<file path="config.mk">
export PLATFORM = sky130hd
export DESIGN_NAME = hdrv_switch
export DESIGN_NICKNAME = d
export VERILOG_FILES = /design/src/rtl/hdrv_pkg.sv /design/src/rtl/hdrv_sync.sv /design/src/rtl/hdrv_clk_detect.sv /design/src/rtl/hdrv_stby_div.sv /design/src/rtl/hdrv_pwr_sup.sv /design/src/rtl/hdrv_switch.sv
export SDC_FILE = /design/constraint.sdc
export NUM_CORES = 1
export LEC_CHECK = 0
export ABC_AREA = 1
export BUFFER_PORTS_ARGS = -buffer_cell sky130_fd_sc_hd__buf_2
export CAP_MARGIN = 20
export CORE_UTILIZATION = 40
export DETAILED_ROUTE_END_ITERATION = 8
export GPL_ROUTABILITY_DRIVEN = 0
export SYNTH_ARGS = -nofsm -noshare
export SYNTH_HDL_FRONTEND = slang
export SYNTH_SLANG_ARGS = --single-unit
</file>
<file path="constraint.sdc">
create_clock -name clk -period 2.2 [get_ports clk]
set_input_delay 0.22 -clock clk [delete_from_list [all_inputs] [get_ports clk]]
set_output_delay 0.22 -clock clk [all_outputs]
set_load 0.005 [all_outputs]
</file>
<file path="src/rtl/hdrv_pkg.sv">
package hdrv_pkg;
  typedef enum logic [1:0] {
    SRC_NONE = 2'd0,
    SRC_STBY = 2'd1,
    SRC_PLL  = 2'd2
  } hd_src_e;
endpackage

</file>
<file path="src/rtl/hdrv_sync.sv">
module hdrv_sync #(
  parameter int WIDTH  = 4,
  parameter int STAGES = 2
) (
  input  logic             clk,
  input  logic             rst_n,
  input  logic [WIDTH-1:0] d,
  output logic [WIDTH-1:0] q
);
  logic [WIDTH-1:0] stg_q [STAGES];

  always_ff @(posedge clk or negedge rst_n) begin
    if (!rst_n) begin
      for (int i = 0; i < STAGES; i++) stg_q[i] <= '0;
    end else begin
      stg_q[0] <= d;
      for (int i = 1; i < STAGES; i++) stg_q[i] <= stg_q[i-1];
    end
  end

  assign q = stg_q[STAGES-1];
endmodule

</file>
<file path="src/rtl/hdrv_clk_detect.sv">
module hdrv_clk_detect #(
  parameter int WIN_CYC   = 256,
  parameter int MIN_EDGES = 3
) (
  input  logic clk,
  input  logic rst_n,
  input  logic clk5_s,
  output logic clk_ok
);
  localparam int WW = $clog2(WIN_CYC);
  localparam int EW = $clog2(MIN_EDGES + 1);

  logic          prev_q;
  logic [WW-1:0] win_q, win_d;
  logic [EW-1:0] cnt_q, cnt_d, cnt_inc;
  logic          ok_q, ok_d;
  logic          rise, win_end;

  always_comb begin
    rise    = clk5_s & ~prev_q;
    win_end = (win_q == WW'(WIN_CYC - 1));
    cnt_inc = (rise && cnt_q != EW'(MIN_EDGES)) ? cnt_q + 1'b1 : cnt_q;
    win_d   = win_end ? '0 : win_q + 1'b1;
    cnt_d   = cnt_inc;
    ok_d    = ok_q;
    if (win_end) begin
      ok_d  = (cnt_inc == EW'(MIN_EDGES));
      cnt_d = '0;
    end
  end

  always_ff @(posedge clk or negedge rst_n) begin
    if (!rst_n) begin
      prev_q <= 1'b0;
      win_q  <= '0;
      cnt_q  <= '0;
      ok_q   <= 1'b0;
    end else begin
      prev_q <= clk5_s;
      win_q  <= win_d;
      cnt_q  <= cnt_d;
      ok_q   <= ok_d;
    end
  end

  assign clk_ok = ok_q;

  AST_OK_AT_WINDOW_END: assert property (@(posedge clk) disable iff (!rst_n)
    !$stable(ok_q) |-> $past(win_end)) else $error("clk_ok moved mid-window");
endmodule

</file>
<file path="src/rtl/hdrv_stby_div.sv">
module hdrv_stby_div #(
  parameter int HALF_EDGES = 5
) (
  input  logic clk,
  input  logic rst_n,
  input  logic clk5_s,
  output logic stby_lvl
);
  localparam int CW = $clog2(HALF_EDGES + 1);

  logic          prev_q;
  logic [CW-1:0] cnt_q, cnt_d;
  logic          lvl_q, lvl_d;
  logic          edge_seen;

  always_comb begin
    edge_seen = clk5_s ^ prev_q;
    cnt_d     = cnt_q;
    lvl_d     = lvl_q;
    if (edge_seen) begin
      if (cnt_q == CW'(HALF_EDGES - 1)) begin
        cnt_d = '0;
        lvl_d = ~lvl_q;
      end else begin
        cnt_d = cnt_q + 1'b1;
      end
    end
  end

  always_ff @(posedge clk or negedge rst_n) begin
    if (!rst_n) begin
      prev_q <= 1'b0;
      cnt_q  <= '0;
      lvl_q  <= 1'b0;
    end else begin
      prev_q <= clk5_s;
      cnt_q  <= cnt_d;
      lvl_q  <= lvl_d;
    end
  end

  assign stby_lvl = lvl_q;

  AST_STBY_MOVES_ON_EDGE: assert property (@(posedge clk) disable iff (!rst_n)
    !$stable(lvl_q) |-> $past(edge_seen)) else $error("standby level moved without clock edge");
endmodule

</file>
<file path="src/rtl/hdrv_pwr_sup.sv">
module hdrv_pwr_sup #(
  parameter int FILT_CYC = 12,
  parameter int EXT_CYC  = 12500
) (
  input  logic clk,
  input  logic rst_n,
  input  logic low_s,
  output logic pwr_down
);
  localparam int FW = $clog2(FILT_CYC + 1);
  localparam int XW = $clog2(EXT_CYC + 1);

  logic [FW-1:0] fcnt_q, fcnt_d;
  logic [XW-1:0] xcnt_q, xcnt_d;
  logic          pd_q, pd_d;

  always_comb begin
    fcnt_d = '0;
    if (low_s) fcnt_d = (fcnt_q == FW'(FILT_CYC)) ? fcnt_q : fcnt_q + 1'b1;
    pd_d   = pd_q;
    if (low_s && fcnt_q == FW'(FILT_CYC)) pd_d = 1'b1;
    else if (!low_s && pd_q && xcnt_q == XW'(EXT_CYC - 1)) pd_d = 1'b0;
    xcnt_d = (!low_s && pd_q && pd_d) ? xcnt_q + 1'b1 : '0;
  end

  always_ff @(posedge clk or negedge rst_n) begin
    if (!rst_n) begin
      fcnt_q <= '0;
      xcnt_q <= '0;
      pd_q   <= 1'b0;
    end else begin
      fcnt_q <= fcnt_d;
      xcnt_q <= xcnt_d;
      pd_q   <= pd_d;
    end
  end

  assign pwr_down = pd_q;

  AST_PD_RISE_NEEDS_LOW: assert property (@(posedge clk) disable iff (!rst_n)
    $rose(pd_q) |-> $past(low_s)) else $error("power-down without supply low");
  AST_PD_FALL_NEEDS_SUPPLY: assert property (@(posedge clk) disable iff (!rst_n)
    $fell(pd_q) |-> $past(!low_s)) else $error("power-down dropped while supply low");
endmodule

</file>
<file path="src/rtl/hdrv_switch.sv">
module hdrv_switch #(
  parameter int SYNC_STAGES = 2,
  parameter int WIN_CYC     = 256,
  parameter int MIN_EDGES   = 3,
  parameter int HALF_EDGES  = 5,
  parameter int FILT_CYC    = 12,
  parameter int EXT_CYC     = 12500
) (
  input  logic clk,
  input  logic rst_n,
  input  logic clk5_in,
  input  logic pll_hd_in,
  input  logic couple_pll,
  input  logic supply_low_in,
  input  logic fallback_in,
  output logic hout,
  output logic hout_en,
  output logic src_pll,
  output logic clk_ok,
  output logic pwr_down
);
  import hdrv_pkg::*;

  localparam int NSYNC = 4;

  logic [NSYNC-1:0] raw_in, syn_out;
  logic clk5_s, pll_s, low_s, fb_s;
  logic stby_lvl;
  logic ok_w, pd_w;

  assign raw_in = {fallback_in, supply_low_in, pll_hd_in, clk5_in};
  assign {fb_s, low_s, pll_s, clk5_s} = syn_out;

  hdrv_sync #(.WIDTH(NSYNC), .STAGES(SYNC_STAGES)) u_sync (
    .clk(clk), .rst_n(rst_n), .d(raw_in), .q(syn_out));

  hdrv_clk_detect #(.WIN_CYC(WIN_CYC), .MIN_EDGES(MIN_EDGES)) u_det (
    .clk(clk), .rst_n(rst_n), .clk5_s(clk5_s), .clk_ok(ok_w));

  hdrv_stby_div #(.HALF_EDGES(HALF_EDGES)) u_div (
    .clk(clk), .rst_n(rst_n), .clk5_s(clk5_s), .stby_lvl(stby_lvl));

  hdrv_pwr_sup #(.FILT_CYC(FILT_CYC), .EXT_CYC(EXT_CYC)) u_sup (
    .clk(clk), .rst_n(rst_n), .low_s(low_s), .pwr_down(pd_w));

  hd_src_e cur_q, cur_d, want;
  logic    hout_q, hout_d;
  logic    stby_prev_q, pll_prev_q;
  logic    new_lvl, new_edge, cur_lvl;

  always_comb begin
    if (cur_q != SRC_NONE && couple_pll && !pd_w && !fb_s) want = SRC_PLL;
    else                                                    want = SRC_STBY;
    new_lvl  = (want == SRC_PLL) ? pll_s : stby_lvl;
    new_edge = (want == SRC_PLL) ? (pll_s ^ pll_prev_q) : (stby_lvl ^ stby_prev_q);
    case (cur_q)
      SRC_PLL:  cur_lvl = pll_s;
      SRC_STBY: cur_lvl = stby_lvl;
      default:  cur_lvl = 1'b0;
    endcase
    cur_d  = cur_q;
    hout_d = cur_lvl;
    if (!ok_w) begin
      cur_d  = SRC_NONE;
      hout_d = 1'b0;
    end else if (cur_q != want && new_edge && new_lvl == hout_q) begin
      cur_d  = want;
      hout_d = hout_q;
    end
  end

  always_ff @(posedge clk or negedge rst_n) begin
    if (!rst_n) begin
      cur_q       <= SRC_NONE;
      hout_q      <= 1'b0;
      stby_prev_q <= 1'b0;
      pll_prev_q  <= 1'b0;
    end else begin
      cur_q       <= cur_d;
      hout_q      <= hout_d;
      stby_prev_q <= stby_lvl;
      pll_prev_q  <= pll_s;
    end
  end

  assign hout     = hout_q;
  assign hout_en  = (cur_q != SRC_NONE);
  assign src_pll  = (cur_q == SRC_PLL);
  assign clk_ok   = ok_w;
  assign pwr_down = pd_w;

  AST_DARK_WITHOUT_CLOCK: assert property (@(posedge clk) disable iff (!rst_n)
    !ok_w |=> (!hout_q && cur_q == SRC_NONE)) else $error("output live without clock");
  AST_SWITCH_HOLDS_LEVEL: assert property (@(posedge clk) disable iff (!rst_n)
    (cur_q != $past(cur_q)) && (cur_q != SRC_NONE) |-> (hout_q == $past(hout_q)))
    else $error("hout toggled on source change");
  AST_PLL_NEEDS_COUPLE: assert property (@(posedge clk) disable iff (!rst_n)
    (cur_q == SRC_PLL) && ($past(cur_q) != SRC_PLL) |-> $past(couple_pll && !pd_w && !fb_s))
    else $error("PLL source taken without coupling");
  AST_FIRST_SOURCE_STBY: assert property (@(posedge clk) disable iff (!rst_n)
    ($past(cur_q) == SRC_NONE) && (cur_q != SRC_NONE) |-> (cur_q == SRC_STBY && !hout_q))
    else $error("output did not start on standby low");
endmodule

</file>
# Yosys cells after proc, flatten, opt, wreduce, memory -nomap -nowiden
# Index checks and enable logic that the tools add are counted.
[word_totals] ff_bits=48 input_bits=7 output_inout_bits=5 word_cells=72
[op_classes] add_sub_neg=5 n_eq_ne=14 muxes=17 n_bitwise=6 reduce_logical=15
[op_table] cell="adder 14 x 1 -> 14 bit, second input constant" n=1
[op_table] cell="equality test 14 bit, second input constant" n=1
[op_table] cell="two-way mux 14 bit" n=1
[op_table] cell="logical AND 1 bit" n=10
[op_table] cell="two-way mux 2 bit" n=5
[op_table] cell="adder 8 x 1 -> 8 bit, second input constant" n=1
[op_table] cell="equality test 8 bit, second input constant" n=1
[op_table] cell="two-way mux 4 bit" n=2
[op_table] cell="two-way mux 8 bit" n=1
[op_table] cell="inequality test 2 bit, second input constant" n=4
[op_table] cell="equality test 2 bit, second input constant" n=3
[op_table] cell="two-way mux 1 bit" n=6
[op_table] cell="adder 4 x 1 -> 4 bit, second input constant" n=1
[op_table] cell="equality test 4 bit, second input constant" n=1
[op_table] cell="adder 3 x 1 -> 3 bit, second input constant" n=1
[op_table] cell="equality test 3 bit, second input constant" n=1
[op_table] cell="logical NOT 1 bit" n=3
[op_table] cell="two-way mux 3 bit" n=1
[op_table] cell="XOR 1 bit" n=3
[op_table] cell="adder 2 x 1 -> 2 bit, second input constant" n=1
[op_table] cell="equality test 2 x 1 -> 1 bit, second input constant" n=1
[op_table] cell="inequality test 2 bit" n=1
[op_table] cell="NOT 1 bit" n=2
[op_table] cell="one-hot mux 1 bit (2 select lines)" n=1
[op_table] cell="4 further kinds" n=4

# Longest topological paths before layout
# Gate-level depths: netlist of run 1.
[logic_depth] depth_word=11 mapped_depth=11 ltp_nobuf=10

# By module
# From an unflattened synthesis of run 1, not the netlist that was laid out.
[hier_totals] hier_cells=268 area_unflattened_um2=2364.8
[by_module_without_submodules] mod="hdrv_pwr_sup" instances=1 cells_each=117 area_each_um2=968.4 seq_area_each_um2=475.5
[by_module_without_submodules] mod="hdrv_clk_detect" instances=1 cells_each=57 area_each_um2=544.3 seq_area_each_um2=300.3
[by_module_without_submodules] mod="hdrv_switch" instances=1 cells_each=44 area_each_um2=342.8 seq_area_each_um2=125.1
[by_module_without_submodules] mod="hdrv_stby_div" instances=1 cells_each=38 area_each_um2=279.0 seq_area_each_um2=125.1
[by_module_without_submodules] mod="hdrv_sync" instances=1 cells_each=12 area_each_um2=230.2 seq_area_each_um2=200.2

# Least setup slack after synthesis of run 1
# OpenSTA, ideal clock, no wires.
[synth_timing] path_kind="register to register" from="register u_sup.xcnt_q[0]" to="register u_sup.xcnt_q[12]" setup_time_ns=0.121 arrival_time_ns=1.229 required_time_ns=2.079 slack_ns=0.850 stages_incl_launch_ff=12 path_buffers=1 synth_period_minus_slack_ns=1.350 cell_sequence="dfrtp_1 > ha_1 > nand2_1 > inv_1 > nand2_1 > nor2_1 > nand2_1 > nand2_1 > nand2_2 > nand2_2 > buf_6 > nor2_1"
[synth_between] elab_chain_len=6 word_cells_on_any_way=7 classes_between="1 x add/sub; 1 x eq/ne; 3 x mux; 2 x reduce/logical"
[synth_rtl] item="start, declared" line="hdrv_pwr_sup.sv:14" text="logic [XW-1:0] xcnt_q, xcnt_d;"
[synth_rtl] item="start signal, assigned" line="hdrv_pwr_sup.sv:33" text="xcnt_q <= xcnt_d;"
[synth_rtl] item="equality test 14 bit" line="hdrv_pwr_sup.sv:22" text="else if (!low_s && pd_q && xcnt_q == XW'(EXT_CYC - 1)) pd_d = 1'b0;"
[synth_rtl] item="logical AND 1 bit" line="hdrv_pwr_sup.sv:22"
[synth_rtl] item="two-way mux 1 bit" line="hdrv_pwr_sup.sv:22"
[synth_rtl] item="two-way mux 1 bit" line="hdrv_pwr_sup.sv:21" text="if (low_s && fcnt_q == FW'(FILT_CYC)) pd_d = 1'b1;"
[synth_rtl] item="net u_sup.pd_d" line="hdrv_pwr_sup.sv:15" text="logic pd_q, pd_d;"
[synth_rtl] item="logical AND 1 bit" line="hdrv_pwr_sup.sv:23" text="xcnt_d = (!low_s && pd_q && pd_d) ? xcnt_q + 1'b1 : '0;"
[synth_rtl] item="two-way mux 14 bit" line="hdrv_pwr_sup.sv:23"
[synth_rtl] item="net u_sup.xcnt_d[12]" line="hdrv_pwr_sup.sv:14"
# The timed path passes the listed nets, and every way through them passes these cells.
# A chain may end at the register's enable or synchronous reset.

# Final worst setup path of run 1
[layout_timing] from="register u_sup.xcnt_q[0]" to="register u_sup.xcnt_q[10]"
# Same word-level chain as after synthesis.

==> results.txt, run 1 <==
grt met1 use - 17.8%
H-tree levels - 2
Mapped Cells - 257
met2 Resource Use GR - 22.2%
Arr. time, crit path - 1.66 ns
Num CTS Buffers - 5
Tcrit/Tclk final - 67.3%
initial drt markers - 80
Worst Path Class, Setup - reg -> reg
VDD IR max - 0.420 mV
Synthesis Warnings - 0
clk root buf - clkbuf_8
DR vias - 1605
number of diodes - 0
initial antenna violation count - 0
Synth top area share - 53.4%
CP startpoint kind - flip-flop
Final ANT Viol Nets - 0
most common cell in the synthesized netlist - nand2_1
Max Clock Skew - 0.00452 ns
number of global-route vias before repair - 1514
Reg clk slew, reported paths - 0.09 ns
Worst setup EP type - flip-flop
leading post-synthesis cells by cell area - dfrtp_1 (53%), nand2_1 (9.0%), inv_1 (6.2%)
Seq cells post-synth - 48
Worst-Skew Late Latency - 0.29 ns
Clock Sinks - 48
largest net degree at the start of global routing - 21
Syn Area/Cell - 8.76 um^2
post-synthesis async set-or-reset flop share - 100%
final WL - 3710 um
Worst Slack Setup Final - 0.720 ns
height of the die - 77.0 um
Setup Viol. Count Final - 0
vias per cell - 4.61
Final Hold Viols - 0
most frequent cells after synthesis - nand2_1 (54), dfrtp_1 (48), inv_1 (37)
die width - 77.0 um
number of core rows - 26
PD cells - 708 nW/um^2
Die ar. - 5930 um^2
gr busiest metal - met2
Leakage - 0.00123 uW
Cell variety after synth - 22
RSZ-0062 raised after global routing - false
drc violations - 0
P&R area growth vs syn - 11.1%
WL per Instance - 10.7 um
crit path max fanout - 14
Detailed Place HPWL - 2770 um
Synth Flop Type - dfrtp_1
largest area contributor in the netlist - dfrtp_1
HP Class - in -> reg
Final nets - 295
Hold Slack - 0.0253 ns
Slew HR - 69.3%
Port-buffer cells - 11
sequential area share after synthesis - 53.4%
I/O Pins - 12
core area - 5270 um^2
Final TNS setup - 0 ns
Period minus WS final - 1.48 ns
CTS tree - yes
Worst-Margin Slew - 0.460 ns
EDFF count, synth - 0
Initial Utilization - 42.7%
setup slack at placement - 0.715 ns
Crit path required time - 2.38 ns
gr usage total - 13.8%
outcome - finished, final reports clean
max cap viols - 0
Setup Fix Bufs, Post-CTS - 0
grt ovf - 0
M3 GR Usage - 3.45%
first-pass iteration count of the detailed router - 4
Synth Net Count - 275
Final Max Tran Viols - 0
CTS Buffer Depth - 2
layout cells sized above 1 - 9.35%
Mapped Area - 2250 um^2
first-pass GRT wire length - 6510 um
f_max - 676 MHz
==> report_power, final <==
group	leakage [uW]	switching, uW	internal [uW]	total [uW]
clock	0.0000510	286	251	537
sequential	0.000617	57.5	961	1020
combinational	0.000562	125	89.4	214
==> logic make-up (layout without fill, tap and decap cells) <==
family          Yosys count  after routing  share of synthesized area (%)
compound gates           20             20                           4.78
flops                    48             48                           53.4
xor+xnor                  8              8                           3.11
buf+inv                  38             59                           6.67
fa+ha+maj                11             11                           6.11
simple gates            132            132                           26.0
==> path summary, 6_finish.rpt <==
check	from	endpoint	slack (ns)	depth (start not counted)
min	supply_low_in	u_sync.stg_q[6]	0.03	1
max in group asynchronous	rst_n	u_div.cnt_q[2]	1.24	3
max	u_sup.xcnt_q[0]	u_sup.xcnt_q[10]	0.72	10
min in group asynchronous	rst_n	u_sup.xcnt_q[9]	0.40	2
min reg2reg	u_sync.stg_q[5]	u_sync.q[1]	0.35	0
max reg2reg	u_sup.xcnt_q[0]	u_sup.xcnt_q[10]	0.72	10
==> sequential cells by signal, indices dropped and copies added (netlist names) <==
name            count
cur_q               2
hout                1
pll_prev_q          1
stby_prev_q         1
u_det.clk_ok        1
u_det.cnt_q         2
u_det.win_q         8
u_div.cnt_q         3
u_div.prev_q        1
u_div.stby_lvl      1
u_sup.fcnt_q        4
u_sup.pwr_down      1
u_sup.xcnt_q       14
u_sync.q            4
u_sync.stg_q        4
==> through the flow <==
step / power, uW / cells / util (%) / area [um^2]
floorplan: 1180 / 257 / - / 2250
global placement: 1240 / 339 / 45.5 / 2400
detailed placement: 1250 / 339 / 45.5 / 2400
CTS: 1800 / 348 / 47.4 / 2500
global route: 1880 / 348 / 47.4 / 2500
finish: 1770 / 348 / 47.4 / 2500
==> area by class of cell <==
| type | instances | area, um^2 |
|---|---|---|
| Fill cell | 535 | 2770 |
| Multi-Input combinational cell | 171 | 900 |
| Clock inverter | 2 | 10.0 |
| Inverter | 37 | 139 |
| Clock buffer | 6 | 82.6 |
| Tap cell | 70 | 87.6 |
| Sequential cell | 48 | 1200 |
| Timing Repair Buffer | 14 | 80.1 |
==> metal layers <==
| metal | wire length [um] | vias up | share of wire, % |
|---|---|---|---|
| met5 | 0 | - | 0 |
| met2 | 1660 | 17 | 45 |
| li1 | - | 850 | - |
| met1 | 1880 | 733 | 51 |
| met3 | 127 | 5 | 3.4 |
| met4 | 46 | 0 | 1.2 |
==> cell usage in the layout (no fill, tap or decap) <==
cell and n:
a21boi_0 1, a21o_1 1, a21oi_1 6, and3_1 2, buf_2 11, buf_4 2, clkbuf_8 6, clkinv_2 2
dfrtp_1 48, dlygate4sd3_1 1, ha_1 11, inv_1 37, nand2_1 54, nand2_2 2, nand3_1 21, nand3b_1 1
nand4_1 8, nand4_4 1, nor2_1 36, nor2_2 1, nor3_1 5, o21ai_0 11, o21bai_1 1, or2_2 1
xnor2_1 3, xor2_1 5
==> worst max-delay path, cell delays in order, from the launching register on <==
cell     delay (ns)
dfrtp_1        0.38
ha_1           0.27
nand2_1        0.08
inv_1          0.05
nand2_1        0.04
nor2_1         0.08
nand2_1        0.05
nand2_1        0.06
nand2_2        0.06
nand2_2        0.21
nor2_1         0.08
==> timing repair <==
item,4_1_cts,5_1_grt
endpoints found under the hold margin,18,0
resized for setup,0,0
hold buffers,1,0
(Power assumes the default switching activity.)
==> run 2: changes to the inputs <==
- clock period: 2.2 -> 1.4 ns (I/O delays scaled with it)
==> results.txt, run 2 (same netlist as run 1, synthesis figures left out) <==
final instance area - 2730 um^2
core area - 5270 um^2
I/O Pins - 12
CTS tree - yes
Die ar. - 5930 um^2
Final Hold Viols - 0
Final Max Tran Viols - 0
top flop regs - u_sup.xcnt_q x14, u_det.win_q x8
H-tree levels - 2
Worst Path Class, Setup - reg -> reg
gr usage total - 15.4%
P&R area growth vs syn - 21.1%
commonest cells after routing, fill and taps aside - nand2_1 (51), dfrtp_1 (48), inv_1 (36)
Worst setup EP type - flip-flop
initial antenna violation count - 0
Crit path required time - 1.59 ns
Port-buffer cells - 11
f_max - 762 MHz
clk root buf - clkbuf_8
Final nets - 309
CP startpoint kind - flip-flop
number of core rows - 26
fin util - 51.7%
Top reg by flops - u_sup.xcnt_q
outcome - finished, final reports clean
max reg flops - 14
R2R depth - 10
Leakage - 0.00130 uW
Worst-Skew Late Latency - 0.30 ns
HP Class - in -> reg
die width - 77.0 um
height of the die - 77.0 um
Initial Utilization - 42.7%
initial drt markers - 57
layout cells sized above 1 - 18.5%
max cap viols - 0
Hold Crit Start - couple_pll
Period minus WS final - 1.31 ns
Endpoint, Worst Hold - cur_q[0]
drc violations - 0
RSZ-0062 raised after global routing - true
WL per Instance - 11.2 um
Max Clock Skew - 0.00472 ns
number of global-route vias before repair - 1726
DR vias - 1724
Hold Slack - 0.233 ns
R2R Setup Slk - 0.09 ns
crit path max fanout - 7
vias per cell - 4.76
Reg clk slew, reported paths - 0.09 ns
hold path cells - 4
Worst-Margin Slew - 0.356 ns
Slew HR - 76.1%
VDD IR max - 0.732 mV
area post-placement - 2470 um^2
Num CTS Buffers - 5
Final ANT Viol Nets - 0
Tcrit/Tclk final - 93.8%
reg2reg start - u_sup.xcnt_q[0]
first-pass GRT wire length - 7290 um
CTS Buffer Depth - 2
largest net degree at the start of global routing - 49
final WL - 4050 um
grt ovf - 0
worst r2r dst - u_sup.xcnt_q[0]
first-pass iteration count of the detailed router - 4
Detailed Place HPWL - 2780 um
commonest non-fill, non-tap cell in the layout - nand2_1
PD cells - 1030 nW/um^2
Setup Viol. Count Final - 0
Arr. time, crit path - 1.50 ns
Clock Sinks - 48
number of diodes - 0
run 2: changes by cell type in the layout (fill, tap and decap cells not counted), moves of 2 or more:
cell           previous run  this run
nor2_2                    1         9
nor2_4                    0         2
buf_4                     2        10
nand3_2                   0         2
nor2_1                   36        26
nand2_1                  54        51
nand3_1                  21        19
nand2_8                   0         2
dlygate4sd3_1             1         5
ha_1                     11         9
run 2: worst max-delay path by stage:
| stage | from | endpoint | slack (ns) |
|---|---|---|---|
| floorplan | u_sup.xcnt_q[0] | u_sup.xcnt_q[12] | 0.05 |
| global placement | u_sup.xcnt_q[0] | u_sup.xcnt_q[0] | 0.05 |
| detailed placement | u_sup.xcnt_q[0] | u_sup.xcnt_q[4] | -0.004 |
| CTS | u_det.win_q[0] | u_det.clk_ok | 0.06 |
| global route | u_sup.xcnt_q[0] | u_sup.xcnt_q[12] | -0.05 |
| finish | u_sup.xcnt_q[0] | u_sup.xcnt_q[0] | 0.09 |
run 2: critical path, cell delays in order, from the launching register on:
cell     delay [ns]
dfrtp_1        0.37
ha_2           0.20
nand2_1        0.05
inv_1          0.05
nand2_1        0.05
nor2_1         0.08
nand2_1        0.07
nand2_2        0.07
nand2_4        0.10
nand2_8        0.12
nor2_1         0.05
run 2: through the flow:
| stage | power, uW | setup WS [ns] | setup TNS, ns | instances |
|---|---|---|---|---|
| after floorplan | 1860 | 0.0503 | 0 | 257 |
| after global placement | 1960 | 0.0535 | 0 | 347 |
| after detailed placement | 1980 | -0.00443 | -0.00744 | 347 |
| after CTS | 2850 | 0.0646 | 0 | 360 |
| after global routing | 2990 | -0.0455 | -0.442 | 362 |
| final | 2810 | 0.0873 | 0 | 362 |
run 2: layout make-up:
type,instances,area (um^2)
clock buffers,6,82.6
inverters,37,139
clock inverters,2,10.0
well taps,70,87.6
repair buffers,27,200
flip-flops and latches,48,1200
multi-input cells,172,1010
fillers,515,2540
run 2: power breakdown:
group,leakage (uW),total [uW],switching (uW),internal [uW]
clock,0.0000510,840,445,395
combinational,0.000629,367,211,157
sequential,0.000617,1600,89.2,1510
total,0.00130,2810,745,2060
run 2: per-layer routing:
layer	wire length (um)	part of all wire (%)	up-vias	track usage, %
met5	0	0	-	0
met4	83	2.0	0	7.17
met3	119	2.9	7	3.33
met2	1980	49	20	26.5
met1	1870	46	811	18.1
li1	-	-	886	-
run 2: timing repair:
action | CTS | global route
hold buffers | 5 | 0
endpoints found under the hold margin | 52 | 0
buffers inserted | 0 | 1
gates resized for setup | 1 | 25
pin swaps | 0 | 10
gates cloned | 0 | 1
endpoints found under the setup margin | 14 | 21
==> run 3: changes to the inputs <==
- REMOVE_ABC_BUFFERS: unset -> 1
==> results.txt, run 3 (same netlist as run 1, synthesis figures left out) <==
Total Power Consumption - 2930 uW
largest net degree at the start of global routing - 49
outcome - finished, final reports clean
max cap viols - 0
fillers - 510
Slew HR - 83.2%
top flop regs - u_sup.xcnt_q x14, u_det.win_q x8
R2R depth - 9
core area - 5270 um^2
I/O Pins - 12
layout cells sized above 1 - 17.5%
Final Hold Viols - 0
CTS tree - yes
highest metal used - met4
CP startpoint kind - flip-flop
VDD IR max - 0.497 mV
first-pass iteration count of the detailed router - 4
hold path cells - 4
Final nets - 309
Worst Path Class, Setup - reg -> reg
Top reg by flops - u_sup.xcnt_q
f_max - 767 MHz
reg2reg start - u_sup.pwr_down
Leakage - 0.00130 uW
Crit path required time - 1.58 ns
grt ovf - 0
P&R area growth vs syn - 21.3%
Worst-Margin Slew - 0.250 ns
M1 WL - 1930 um
max reg flops - 14
number of global-route vias before repair - 1555
Detailed Place HPWL - 2600 um
Met3 Wirelength - 97 um
clk root buf - clkbuf_8
CTS Buffer Depth - 2
Reg clk slew, reported paths - 0.09 ns
drc violations - 0
Max Clock Skew - 0.00230 ns
Worst setup EP type - flip-flop
height of the die - 77.0 um
Hold Slack - 0.271 ns
R2R Setup Slk - 0.1 ns
metal2 WL - 1610 um
worst r2r dst - u_sup.xcnt_q[8]
vias per cell - 4.59
H-tree levels - 2
PD cells - 1070 nW/um^2
Port-buffer cells - 11
fin util - 51.8%
Final Max Tran Viols - 0
Period minus WS final - 1.30 ns
first-pass GRT wire length - 6590 um
Placed Instances - 347
initial drt markers - 107
Die ar. - 5930 um^2
DR vias - 1660
Endpoint, Worst Hold - cur_q[0]
commonest cells after routing, fill and taps aside - nand2_1 (53), dfrtp_1 (48), inv_1 (34)
Clock Sinks - 48
Num CTS Buffers - 5
final WL - 3700 um
Final ANT Viol Nets - 0
non-filler cells, final - 362
Initial Utilization - 42.7%
crit path max fanout - 14
Setup Viol. Count Final - 0
Arr. time, crit path - 1.48 ns
commonest non-fill, non-tap cell in the layout - nand2_1
Tcrit/Tclk final - 93.1%
Worst-Skew Late Latency - 0.29 ns
die width - 77.0 um
HP Class - in -> reg
WL per Instance - 10.2 um
number of diodes - 0
initial antenna violation count - 0
Hold Crit Start - couple_pll
number of core rows - 26
gr usage total - 14.1%
run 3: metal layers:
metal | track usage (%) | vias to the layer above
met1 | 18.0 | 748
met3 | 2.86 | 5
met5 | 0 | -
li1 | - | 886
met2 | 22.7 | 21
met4 | 6.98 | 0
run 3: critical path, cell delays in order (launching register included):
cell,delay [ns]
dfrtp_1,0.38
inv_1,0.10
nor2_4,0.17
nand2_1,0.07
nor2_1,0.08
nand2_1,0.06
nand2_1,0.06
nand2_2,0.09
nand2_8,0.13
nor2_1,0.05
run 3: timing repair:
item | 4_1_cts | 5_1_grt
resized for setup | 1 | 20
setup endpoints to repair | 14 | 22
endpoints found under the hold margin | 52 | 0
buffers inserted | 0 | 2
pin swaps | 0 | 7
hold buffers | 5 | 0
run 3: cell type report:
| cell class | count | area (um^2) | share of cell area (%) |
|---|---|---|---|
| flip-flops and latches | 48 | 1200 | 44.0 |
| multi-input cells | 171 | 978 | 35.8 |
| repair buffers | 28 | 208 | 7.61 |
| inverters | 37 | 139 | 5.09 |
| well taps | 70 | 87.6 | 3.21 |
| clock buffers | 5 | 68.8 | 2.52 |
| clock inverters | 3 | 47.5 | 1.74 |
run 3: power breakdown:
group	total, uW	internal, uW	switching (uW)
logic	360	155	204
registers	1590	1510	82.5
clock network	980	537	443
total	2930	2200	730
run 3: how the worst max path moves through the flow:
stage / start / slack, ns / cells after the start / endpoint
4_1_cts: u_det.win_q[0] / 0.02 / 7 / u_det.clk_ok
6_report: u_sup.pwr_down / 0.1 / 9 / u_sup.xcnt_q[8]
5_1_grt: u_sup.xcnt_q[0] / -0.02 / 10 / u_sup.xcnt_q[5]
2_1_floorplan: u_sup.xcnt_q[0] / 0.09 / 10 / u_sup.xcnt_q[0]
3_3_place_gp: u_sup.xcnt_q[0] / 0.02 / 10 / u_sup.xcnt_q[1]
3_5_place_dp: u_sup.xcnt_q[0] / -0.03 / 10 / u_sup.xcnt_q[6]
run 3: metrics by stage:
step | setup TNS [ns] | setup WS, ns | area, um^2
floorplan | 0 | 0.0893 | 2240
global placement | 0 | 0.0237 | 2470
detailed placement | -0.187 | -0.0250 | 2470
CTS | 0 | 0.0242 | 2640
global route | -0.189 | -0.0245 | 2730
finish | 0 | 0.0967 | 2730
